### config.mk
export PLATFORM = sky130hd
export DESIGN_NAME = cal_time_keeper
export DESIGN_NICKNAME = d
export VERILOG_FILES = /design/src/rtl/cal_pkg.sv /design/src/rtl/cal_prescaler.sv /design/src/rtl/cal_shadow.sv /design/src/rtl/cal_time_core.sv /design/src/rtl/cal_time_keeper.sv
export SDC_FILE = /design/constraint.sdc
export NUM_CORES = 1
export LEC_CHECK = 0
export ABC_AREA = 1
export BUFFER_PORTS_ARGS = -buffer_cell sky130_fd_sc_hd__buf_2
export CORE_ASPECT_RATIO = 2
export CORE_MARGIN = 2
export CORE_UTILIZATION = 35
export CTS_BUF_LIST = sky130_fd_sc_hd__clkbuf_4 sky130_fd_sc_hd__clkbuf_8 sky130_fd_sc_hd__clkbuf_16
export DETAILED_ROUTE_END_ITERATION = 7
export HOLD_SLACK_MARGIN = 0.06
export PLACE_DENSITY_LB_ADDON = 0.2
export SLEW_MARGIN = 40
export SYNTH_ARGS = -nofsm -noshare
export SYNTH_HDL_FRONTEND = slang
export SYNTH_SLANG_ARGS = --single-unit
export TNS_END_PERCENT = 100
### constraint.sdc
create_clock -name clk -period 2.4 [get_ports clk]
set_input_delay 0.24 -clock clk [delete_from_list [all_inputs] [get_ports clk]]
set_output_delay 0.24 -clock clk [all_outputs]
set_load 0.005 [all_outputs]
### src/rtl/cal_pkg.sv
// Shared types and helpers for the BCD calendar time counter.
// Assumes all time fields are held as packed BCD digits.
package cal_pkg;

    localparam int NUM_REGS = 8;
    localparam int IDX_W    = $clog2(NUM_REGS);
    localparam logic [IDX_W-1:0] IDX_SEC  = 3'd0;
    localparam logic [IDX_W-1:0] IDX_MIN  = 3'd1;
    localparam logic [IDX_W-1:0] IDX_HOUR = 3'd2;
    localparam logic [IDX_W-1:0] IDX_WDAY = 3'd3;
    localparam logic [IDX_W-1:0] IDX_MDAY = 3'd4;
    localparam logic [IDX_W-1:0] IDX_MON  = 3'd5;
    localparam logic [IDX_W-1:0] IDX_YEAR = 3'd6;
    localparam logic [IDX_W-1:0] IDX_LOAD = 3'd7;
    localparam int LOAD_BIT = 15;

    typedef struct packed {
        logic [6:0] sec;
        logic [6:0] min;
        logic [5:0] hour;
        logic [2:0] wday;
        logic [5:0] mday;
        logic [4:0] mon;
        logic [7:0] year;
        logic       leap;
    } cal_time_t;

    // Significant bits of each time register
    function automatic logic [15:0] reg_mask(input int idx);
        case (idx)
            0, 1:    return 16'h007F;
            2, 4:    return 16'h003F;
            3:       return 16'h0007;
            5:       return 16'h001F;
            6:       return 16'h80FF;
            default: return 16'h0000;
        endcase
    endfunction

    // Reset contents of each time register
    function automatic logic [15:0] reg_init(input int idx);
        return (idx == 4 || idx == 5) ? 16'h0001 : 16'h0000;
    endfunction

    // Two-digit BCD increment without range wrap
    function automatic logic [7:0] bcd_inc8(input logic [7:0] v);
        if (v[3:0] >= 4'd9) return {v[7:4] + 4'd1, 4'd0};
        else                return {v[7:4], v[3:0] + 4'd1};
    endfunction

    // Last day of the given BCD month
    function automatic logic [5:0] month_len(input logic [4:0] m, input logic lp);
        case (m)
            5'h02:                      return lp ? 6'h29 : 6'h28;
            5'h04, 5'h06, 5'h09, 5'h11: return 6'h30;
            default:                    return 6'h31;
        endcase
    endfunction

endpackage

### src/rtl/cal_prescaler.sv
// Divides the reference enable down to a one-second tick.
// Assumes PRESCALE >= 2; restart forces the count back to zero.
module cal_prescaler #(
    parameter int PRESCALE = 32768
) (
    input  logic clk,
    input  logic rst_n,
    input  logic tick_en,
    input  logic restart,
    output logic sec_tick
);
    localparam int CW = $clog2(PRESCALE);
    localparam logic [CW-1:0] LAST = CW'(PRESCALE - 1);

    logic [CW-1:0] cnt;

    assign sec_tick = tick_en && (cnt == LAST);

    // Count enable cycles, wrap at the last one, restart on load
    always_ff @(posedge clk) begin
        if (!rst_n || restart)  cnt <= '0;
        else if (sec_tick)      cnt <= '0;
        else if (tick_en)       cnt <= cnt + 1'b1;
    end
endmodule

### src/rtl/cal_shadow.sv
// Staging copy of the seven time registers, written by the host.
// Assumes writes to the load index are decoded elsewhere.
module cal_shadow
    import cal_pkg::*;
(
    input  logic             clk,
    input  logic             rst_n,
    input  logic             wr_en,
    input  logic [IDX_W-1:0] wr_addr,
    input  logic [15:0]      wr_data,
    output cal_time_t        staged
);
    logic [15:0] sh [NUM_REGS-1];

    for (genvar i = 0; i < NUM_REGS - 1; i++) begin : g_reg
        // Hold one masked staging register
        always_ff @(posedge clk) begin
            if (!rst_n)                                 sh[i] <= reg_init(i);
            else if (wr_en && wr_addr == IDX_W'(i))     sh[i] <= wr_data & reg_mask(i);
        end
    end

    // Unpack staging registers into the time record
    always_comb begin
        staged.sec  = sh[0][6:0];
        staged.min  = sh[1][6:0];
        staged.hour = sh[2][5:0];
        staged.wday = sh[3][2:0];
        staged.mday = sh[4][5:0];
        staged.mon  = sh[5][4:0];
        staged.year = sh[6][7:0];
        staged.leap = sh[6][15];
    end
endmodule

### src/rtl/cal_time_core.sv
// Running calendar time: loads the staged record or advances on a tick.
// Assumes a load takes priority over a simultaneous tick.
module cal_time_core
    import cal_pkg::*;
(
    input  logic      clk,
    input  logic      rst_n,
    input  logic      load,
    input  logic      sec_tick,
    input  cal_time_t staged,
    output cal_time_t live
);
    cal_time_t nxt;
    logic c_sec, c_min, c_hour, c_day, c_mon;

    // Compute the time one second later with the carry chain
    always_comb begin
        nxt    = live;
        c_sec  = live.sec  >= 7'h59;
        c_min  = c_sec  && (live.min  >= 7'h59);
        c_hour = c_min  && (live.hour >= 6'h23);
        c_day  = c_hour && (live.mday >= month_len(live.mon, live.leap));
        c_mon  = c_day  && (live.mon  >= 5'h12);
        nxt.sec = c_sec ? 7'h00 : 7'(bcd_inc8({1'b0, live.sec}));
        if (c_sec)
            nxt.min = c_min ? 7'h00 : 7'(bcd_inc8({1'b0, live.min}));
        if (c_min)
            nxt.hour = c_hour ? 6'h00 : 6'(bcd_inc8({2'b0, live.hour}));
        if (c_hour) begin
            nxt.wday = (live.wday >= 3'd6) ? 3'd0 : live.wday + 3'd1;
            nxt.mday = c_day ? 6'h01 : 6'(bcd_inc8({2'b0, live.mday}));
        end
        if (c_day)
            nxt.mon = c_mon ? 5'h01 : 5'(bcd_inc8({3'b0, live.mon}));
        if (c_mon)
            nxt.year = (live.year >= 8'h99) ? 8'h00 : bcd_inc8(live.year);
    end

    // Update the running time: reset, load, or tick
    always_ff @(posedge clk) begin
        if (!rst_n) begin
            live      <= '0;
            live.mday <= 6'h01;
            live.mon  <= 5'h01;
        end
        else if (load)     live <= staged;
        else if (sec_tick) live <= nxt;
    end
endmodule

### src/rtl/cal_time_keeper.sv
// Top of the BCD calendar counter: host staging, load strobe, readback.
// Assumes 24-hour operation and a host-supplied leap flag.
module cal_time_keeper
    import cal_pkg::*;
#(
    parameter int PRESCALE = 32768
) (
    input  logic        clk,
    input  logic        rst_n,
    input  logic        tick_en,
    input  logic        wr_en,
    input  logic [2:0]  wr_addr,
    input  logic [15:0] wr_data,
    input  logic [2:0]  rd_addr,
    output logic [15:0] rd_data
);
    logic      load, sec_tick;
    cal_time_t staged, live;

    assign load = wr_en && (wr_addr == IDX_LOAD) && wr_data[LOAD_BIT];

    cal_prescaler #(.PRESCALE(PRESCALE)) u_presc (
        .clk(clk), .rst_n(rst_n), .tick_en(tick_en),
        .restart(load), .sec_tick(sec_tick)
    );

    cal_shadow u_shadow (
        .clk(clk), .rst_n(rst_n), .wr_en(wr_en),
        .wr_addr(wr_addr), .wr_data(wr_data), .staged(staged)
    );

    cal_time_core u_core (
        .clk(clk), .rst_n(rst_n), .load(load),
        .sec_tick(sec_tick), .staged(staged), .live(live)
    );

    // Select the running-time field for the host read index
    always_comb begin
        case (rd_addr)
            IDX_SEC:  rd_data = {9'b0, live.sec};
            IDX_MIN:  rd_data = {9'b0, live.min};
            IDX_HOUR: rd_data = {10'b0, live.hour};
            IDX_WDAY: rd_data = {13'b0, live.wday};
            IDX_MDAY: rd_data = {10'b0, live.mday};
            IDX_MON:  rd_data = {11'b0, live.mon};
            IDX_YEAR: rd_data = {live.leap, 7'b0, live.year};
            default:  rd_data = 16'h0000;
        endcase
    end
endmodule

==> impl_metrics.json, run 1 <==
{
  "status": "finished, final reports clean",
  "clock_sinks": 101,
  "synth_top_area_frac": 0.221,
  "clk_pin_slew_ps": 70,
  "grt_remaining_overflow": 0,
  "ctsHoldBuffers": 0,
  "wl_per_cell_um": 15.0,
  "pwr-share-comb": 0.051,
  "startpoint_type": "flip-flop",
  "ys_warn_count": 0,
  "rsz0062_at_grt": "yes",
  "coreArea_um2": 16300,
  "nets": 880,
  "netlist_top_cells_area": "edfxtp_1 22%, dfxtp_1 20%, nand2_1 9.4%",
  "final_cell_mix": "147 x nand2_1, 110 x nor2_1, 95 x inv_1",
  "fmax_mhz": 425,
  "dp_worst_setup_slack_ps": -110,
  "start_util": 0.359,
  "mostFrequentLayoutCell": "nand2_1",
  "drt_pass1_iterations": 5,
  "drt_iter0_markers": 229,
  "area_growth_syn_to_layout_pct": 16.5,
  "synth.yosys.seq_area_share": 0.420,
  "peakVddDrop_mv": 0.325,
  "clkPwrFrac": 0.412,
  "vias_per_cell": 4.86,
  "power.internal_mw": 2.65,
  "grtUsageTotal": 0.182,
  "crit_required_ps": 2650,
  "tightest_slew_ps": 567,
  "ctsLongestPathBuffers": 2,
  "grt_pass1_wl_mm": 24.8,
  "fin_area_um2": 6810,
  "dpl.hpwl_mm": 12.3,
  "drive_above_1_share": 0.146,
  "synth_top_cell_by_area": "edfxtp_1",
  "min_period_ps": 2350,
  "min_path_type": "input port to flip-flop",
  "io_buffers": 27,
  "ant_nets": 0,
  "setup_viol": 0,
  "final-seq-area_um2": 2460,
  "path_max_fanout": 8,
  "clock_latency_ps": 350,
  "final_max_slew_viol_count": 0,
  "mappedNetlistArea_um2": 5840,
  "die_area_um2": 17800,
  "synth_cell_types": 42,
  "syn-instance-count": 769,
  "post-route-period-util": 0.981,
  "power.leakage_nw": 2.96,
  "wl_met2_mm": 8.52,
  "maxCapViolCount": 0,
  "wl_met1_mm": 5.79,
  "power.density_nw_per_um2": 510,
  "first_global_vias": 4992,
  "finClkSkew_ps": 7.88,
  "hold_viol_final": 0,
  "vias": 5009,
  "top_layer_used": "met4",
  "htree_num_levels": 3,
  "drc": 0,
  "synth_seq_cells": 101,
  "nFillCells": 1689,
  "wl_mm": 15.5,
  "syn_area_per_cell_um2": 7.60,
  "sequentialPowerShare": 0.537,
  "tritoncts": "built",
  "diodes": 0,
  "gp_congestion": 0.864,
  "setup_ws_ps": 46.5,
  "grt_max_degree": 32,
  "wl_met3_um": 486,
  "multi_input_area_um2": 3030,
  "place_area_um2": 6350,
  "p_sw_frac": 0.237,
  "critPathArrivalTime_ps": 2600,
  "die_w_um": 95.4,
  "p_sw_mw": 0.823,
  "antenna_found_initial": 0,
  "numCtsBuffers": 9,
  "io_pins": 42,
  "cts-root-buf": "clkbuf_16",
  "rows": 66,
  "crit_path_end_kind": "flip-flop",
  "critPathKind": "flip-flop to flip-flop",
  "die_h_um": 187,
  "slew_headroom": 0.621
}
worst max-delay path: stages, from the launching register on:
cell and delay (ps):
dfxtp_2 330, buf_4 150, ha_4 160, a311o_1 350, a22oi_2 130, ha_1 140, inv_1 40, nor2_2 120
nand3_4 90, nand4_4 130, nand4_4 140, nor2_4 240, nand3_1 100, nand2_1 70, nor2_1 40
path summary, 6_finish.rpt:
kind / from / endpoint / slack (ps) / cells past startpoint
worst max-delay path: u_core.live[9] / u_core.live[7] / 50 / 14
worst min-delay path: wr_data[7] / u_shadow.sh[1][25] / 180 / 3
worst max register to register: u_core.live[9] / u_core.live[7] / 50 / 14
worst min register to register: u_presc.cnt[14] / u_presc.cnt[14] / 460 / 2
flip-flops by register name, summed over array words and instances, names as in the netlist:
name	cells
u_core.live	43
u_presc.cnt	15
u_shadow.sh	43
power by group through the flow:
stage          clock network, mW  logic (mW)  registers (mW)
2_1_floorplan                  0       0.112            1.89
3_3_place_gp                   0       0.178            1.90
3_5_place_dp                   0       0.179            1.90
4_1_cts                     1.47       0.181            1.86
5_1_grt                     1.53       0.198            1.87
6_report                    1.43       0.178            1.86
metal layers:
metal / vias up / global-route usage
met2: 96 / 0.342
met5: - / 0
li1: 2610 / -
met4: 0 / 0.0931
met3: 29 / 0.0295
met1: 2274 / 0.185
repair_timing:
action                     in CTS  in global routing
buffers inserted                2                  1
pin swaps                       8                  6
setup endpoints to repair      19                 19
resized for setup              16                 17
cells in the mapped netlist:
cell type  number
nor2_1        114
clkinv_1        1
nand3b_1        2
nor3_2          1
a22oi_1         3
nor3_1         11
nand3_1        49
nand4_2         2
a21oi_1        57
o21ai_0        43
nor2_4          2
nand2_4         2
nand2_2         6
nor2_2          4
dfxtp_1        58
a31oi_1         4
clkbuf_1        6
buf_6           1
edfxtp_1       43
nand3_2         1
inv_2           7
o21a_1          1
xor2_1         19
inv_1          98
buf_2           7
nand4_1         6
a221oi_1        3
o31ai_1         1
o21ai_1         3
or2_2           2
buf_4           7
nand4_4         1
ha_1           32
conb_1          1
o22ai_1         9
or2_0           1
or2_1           1
a311o_1         1
o211ai_1        4
a211oi_1        1
xnor2_1         7
nand2_1       147
stage by stage:
step / hold slack (ps) / util / TNS [ps] / power [mW] / cells
floorplan: 430 / - / 0 / 2.01 / 775
global placement: 439 / 0.390 / -553 / 2.08 / 1012
detailed placement: 448 / 0.390 / -1320 / 2.08 / 1012
CTS: 178 / 0.413 / -13.3 / 3.52 / 1030
global route: 184 / 0.418 / -1980 / 3.59 / 1031
finish: 185 / 0.418 / 0 / 3.47 / 1031
layout make-up:
type | count | share of cell area
clock buffer | 11 | 0.0362
tap | 204 | 0.0375
sequential | 101 | 0.361
inverter | 106 | 0.0592
clock inverter | 5 | 0.00607
multi-input combinational | 547 | 0.445
timing repair buffer | 57 | 0.0548
cells by family after synthesis:
logic type / count (synthesis) / share of synthesized area
xor+xnor: 26 / 0.0390
compound gates: 130 / 0.121
flops: 101 / 0.420
simple gates: 352 / 0.262
buf+inv: 127 / 0.0889
other cells: 1 / 0.000642
fa+ha+maj: 32 / 0.0685
Power figures use the tool's default switching activity.
==> run 2: changes to the inputs <==
==> constraint.sdc (replaced) <==
create_clock -name clk -period 2.4 [get_ports clk]
set_input_delay 0 -clock clk [delete_from_list [all_inputs] [get_ports clk]]
set_output_delay 0 -clock clk [all_outputs]
set_load 0.005 [all_outputs]
==> impl_metrics.json, run 2 (same netlist as run 1, synthesis figures left out) <==
{
  "power.density_nw_per_um2": 512,
  "peakVddDrop_mv": 0.350,
  "crit_chain": "buf_4 -> ha_2 -> a311o_1 -> a22oi_2 -> ha_1 -> inv_1 -> nor2_2 -> nand3_2 -> nand4_4 -> nand4_4 -> nor2_4 -> nand3_2 -> nand2_2 -> nor2_1",
  "holdWs_ps": 55.6,
  "post-route-period-util": 0.985,
  "status": "finished, final reports clean",
  "r2r_start": "u_core.live[9]",
  "rsz0062_at_grt": "yes",
  "finClkSkew_ps": 9.96,
  "setup_viol": 0,
  "min_path_type": "input port to flip-flop",
  "cts-root-buf": "clkbuf_16",
  "slowest_stage": "a311o_1",
  "area_growth_syn_to_layout_pct": 15.5,
  "critPathArrivalTime_ps": 2620,
  "hold_viol_final": 0,
  "drc": 0,
  "final_max_slew_viol_count": 0,
  "nets": 876,
  "htree_num_levels": 3,
  "tritoncts": "built",
  "clk_pin_slew_ps": 80,
  "coreArea_um2": 16300,
  "io_buffers": 27,
  "crit_start": "u_core.live[9]",
  "diodes": 0,
  "antenna_found_initial": 0,
  "critPathMaxStageDelay_ps": 350,
  "first_global_vias": 4963,
  "drt_iter0_markers": 201,
  "critPathKind": "flip-flop to flip-flop",
  "place_area_um2": 6290,
  "ant_nets": 0,
  "maxCapViolCount": 0,
  "dpl.hpwl_mm": 12.2,
  "tightest_slew_ps": 706,
  "grt_remaining_overflow": 0,
  "clock_latency_ps": 360,
  "grt_max_degree": 32,
  "ctsLongestPathBuffers": 2,
  "die_w_um": 95.4,
  "gp_congestion": 0.891,
  "grt_pass1_wl_mm": 25.1,
  "min_period_ps": 2360,
  "final_cell_mix": "145 x nand2_1, 110 x nor2_1, 96 x inv_1",
  "rows": 66,
  "die_area_um2": 17800,
  "clock_sinks": 101,
  "startpoint_type": "flip-flop",
  "path_max_fanout": 8,
  "grtUsageTotal": 0.186,
  "drt_pass1_iterations": 4,
  "vias": 4990,
  "reg_top3": "u_core.live: 43 flops, u_shadow.sh: 43 flops, u_presc.cnt: 15 flops",
  "hold_start": "wr_data[6]",
  "total_power_mw": 3.45,
  "io_pins": 42,
  "start_util": 0.359,
  "wl_mm": 15.5,
  "fmax_mhz": 423,
  "drive_above_1_share": 0.145,
  "numCtsBuffers": 9,
  "crit_path_end_kind": "flip-flop",
  "nFillCells": 1674,
  "power.leakage_nw": 2.93,
  "fin_area_um2": 6750,
  "vias_per_cell": 4.86,
  "crit_required_ps": 2650,
  "die_h_um": 187,
  "mostFrequentLayoutCell": "nand2_1",
  "wl_per_cell_um": 15.1,
  "slew_headroom": 0.524
}
## run 2: final timing paths
check	to	slack, ps	cells past startpoint
min reg2reg	u_presc.cnt[14]	460	2
max reg2reg	u_core.live[5]	40	14
max	u_core.live[5]	40	14
min	u_shadow.sh[0][15]	60	3
## run 2: per-stage QoR
| stage | cells | worst slack [ps] | util | setup TNS (ps) |
|---|---|---|---|---|
| floorplan | 775 | 32.5 | - | 0 |
| global placement | 1006 | -113 | 0.387 | -1160 |
| detailed placement | 1006 | -183 | 0.387 | -2570 |
| CTS | 1026 | -4.59 | 0.410 | -4.72 |
| global route | 1027 | -128 | 0.415 | -881 |
| finish | 1027 | 36.7 | 0.415 | 0 |
## run 2: where the power goes
group / internal [mW] / switching, mW / total (mW)
logic: 0.0466 / 0.129 / 0.175
clock network: 0.728 / 0.687 / 1.41
registers: 1.84 / 0.0228 / 1.86
## run 2: cell type report
cell class / instances / area, um^2 / share of cell area
clock inverters: 6 / 46.3 / 0.00686
flip-flops and latches: 101 / 2460 / 0.364
multi-input cells: 547 / 3020 / 0.447
well taps: 204 / 255 / 0.0378
repair buffers: 53 / 338 / 0.0501
inverters: 106 / 400 / 0.0593
clock buffers: 10 / 233 / 0.0345
## run 2: repair_timing
action / 4_1_cts / 5_1_grt
setup buffers: 1 / 1
endpoints found under the hold margin: 4 / 0
endpoints found under the setup margin: 19 / 19
gates resized for setup: 15 / 19
pin swaps: 4 / 7
hold buffers: 3 / 0
## run 2: routing by layer
layer	vias up	routed length (um)	GRT usage
li1	2591	-	-
met1	2303	5840	0.192
met2	70	8680	0.350
met3	26	389	0.0250
met4	0	620	0.0914
met5	-	0	0
## run 2: critical path: cells and delay by family (launching register included)
kind / cells / cell delay, ps
simple gates: 8 / 950
fa+ha+maj: 2 / 330
flops: 1 / 320
compound gates: 2 / 480
buf+inv: 2 / 170
==> run 3: changes to the inputs <==
--- a/config.mk
+++ b/config.mk
@@ -13,7 +13,7 @@
 export CTS_BUF_LIST = sky130_fd_sc_hd__clkbuf_4 sky130_fd_sc_hd__clkbuf_8 sky130_fd_sc_hd__clkbuf_16
 export DETAILED_ROUTE_END_ITERATION = 7
 export HOLD_SLACK_MARGIN = 0.06
-export PLACE_DENSITY_LB_ADDON = 0.2
+export PLACE_DENSITY = 0.64
 export SLEW_MARGIN = 40
 export SYNTH_ARGS = -nofsm -noshare
 export SYNTH_HDL_FRONTEND = slang
==> impl_metrics.json, run 3 (same netlist as run 1, synthesis figures left out) <==
{
  "ff2ff_setup_slack_ps": 40,
  "r2r_cells": 13,
  "min_path_type": "input port to flip-flop",
  "area_growth_syn_to_layout_pct": 15.5,
  "power.leakage_nw": 2.94,
  "total_power_mw": 3.48,
  "wl_mm": 15.2,
  "diodes": 0,
  "wl_met2_mm": 8.18,
  "power.density_nw_per_um2": 516,
  "peakVddDrop_mv": 0.326,
  "final_cell_mix": "145 x nand2_1, 110 x nor2_1, 95 x inv_1",
  "htree_num_levels": 3,
  "die_area_um2": 17800,
  "crit_required_ps": 2660,
  "ctsLongestPathBuffers": 2,
  "critPathCapture": "u_core.live[18]",
  "critPathKind": "flip-flop to flip-flop",
  "post-route-period-util": 0.982,
  "min_period_ps": 2360,
  "path_max_fanout": 5,
  "wl_met3_um": 476,
  "antenna_found_initial": 0,
  "tritoncts": "built",
  "wl_per_cell_um": 14.8,
  "start_util": 0.359,
  "nFillCells": 1644,
  "slew_headroom": 0.489,
  "grt_pass1_wl_mm": 24.2,
  "rsz0062_at_grt": "yes",
  "die_w_um": 95.4,
  "r2r_start": "u_core.live[9]",
  "final_max_slew_viol_count": 0,
  "timing.rr.end": "u_core.live[18]",
  "drive_above_1_share": 0.143,
  "crit_start": "u_core.live[9]",
  "grtUsageTotal": 0.179,
  "io_buffers": 27,
  "fmax_mhz": 424,
  "critPathMaxStageDelay_ps": 360,
  "nets": 876,
  "rows": 66,
  "holdWs_ps": 62.2,
  "coreArea_um2": 16300,
  "setup_viol": 0,
  "drt_pass1_iterations": 4,
  "first_global_vias": 4885,
  "crit_chain": "buf_6 -> ha_2 -> a311o_1 -> a22oi_2 -> ha_1 -> inv_1 -> nor2_2 -> nand3_2 -> nand4_4 -> o211ai_1 -> nand2_1 -> nand2_1 -> nor2_1",
  "clock_sinks": 101,
  "finClkSkew_ps": 9.82,
  "critPathArrivalTime_ps": 2610,
  "status": "finished, final reports clean",
  "drt_iter0_markers": 250,
  "placedCellCount": 1005,
  "top_layer_used": "met4",
  "crit_path_end_kind": "flip-flop",
  "fin_cells": 1027,
  "fin_tns_setup_ps": 0,
  "grt_max_degree": 38,
  "reg_top3": "u_core.live: 43 flops, u_shadow.sh: 43 flops, u_presc.cnt: 15 flops",
  "clk_pin_slew_ps": 80,
  "cts-root-buf": "clkbuf_16",
  "hold_viol_final": 0,
  "wl_met1_mm": 5.45,
  "crit_top_cell": "nand2_1",
  "ant_nets": 0,
  "grt_remaining_overflow": 0,
  "post-route-util": 0.415,
  "maxCapViolCount": 0,
  "gp_congestion": 0.881,
  "vias": 5037,
  "vias_per_cell": 4.90,
  "numCtsBuffers": 9,
  "tightest_slew_ps": 759,
  "slowest_stage": "a311o_1",
  "mostFrequentLayoutCell": "nand2_1",
  "io_pins": 42,
  "drc": 0,
  "clock_latency_ps": 360,
  "startpoint_type": "flip-flop",
  "die_h_um": 187,
  "dpl.hpwl_mm": 11.9
}
## run 3: final cells by class
type | instances | area (um^2) | area share
Clock inverter | 7 | 60.1 | 0.00890
Multi-Input combinational cell | 548 | 3020 | 0.447
Timing Repair Buffer | 52 | 334 | 0.0495
Clock buffer | 9 | 225 | 0.0334
Inverter | 106 | 403 | 0.0597
Tap cell | 204 | 255 | 0.0378
Sequential cell | 101 | 2460 | 0.364
## run 3: how the worst min path moves through the flow
| stage | to | depth (start not counted) | start | slack, ps |
|---|---|---|---|---|
| after floorplan | rd_data[2] | 3 | rd_addr[2] | 180 |
| after global placement | u_shadow.sh[1][25] | 3 | wr_data[7] | 300 |
| after detailed placement | u_shadow.sh[1][25] | 3 | wr_data[7] | 300 |
| after CTS | u_shadow.sh[1][0] | 4 | wr_addr[2] | 60 |
| after global routing | u_shadow.sh[1][0] | 3 | wr_data[0] | 80 |
| final | u_shadow.sh[1][0] | 3 | wr_data[0] | 60 |
## run 3: what timing repair did
item | 4_1_cts | 5_1_grt
setup buffers | 1 | 1
endpoints found under the hold margin | 4 | 0
hold buffers | 3 | 0
gates cloned | 1 | 0
pin swaps | 7 | 15
setup endpoints to repair | 19 | 19
gates resized for setup | 13 | 20
## run 3: per-layer routing
| metal | up-vias | track usage |
|---|---|---|
| met2 | 106 | 0.317 |
| met5 | - | 0 |
| met4 | 0 | 0.141 |
| met1 | 2283 | 0.178 |
| met3 | 52 | 0.0262 |
| li1 | 2596 | - |
## run 3: power breakdown
part,total (mW),switching [mW],internal (mW)
Sequential,1.86,0.0210,1.84
Combinational,0.175,0.130,0.0450
Clock,1.45,0.718,0.729
Total,3.48,0.869,2.61
## run 3: metrics by stage
stage	setup WS (ps)	cell area (um^2)
6_report	43.0	6750
5_1_grt	-110	6750
4_1_cts	1.73	6670
3_5_place_dp	-114	6280
3_3_place_gp	-54.1	6280
2_1_floorplan	32.5	5870
## run 3: critical path, delay by kind of cell (launching register included)
kind            cells  cell delay, ps
simple gates        6             480
flops               1             340
compound gates      3             820
buf+inv             2             190
fa+ha+maj           2             420
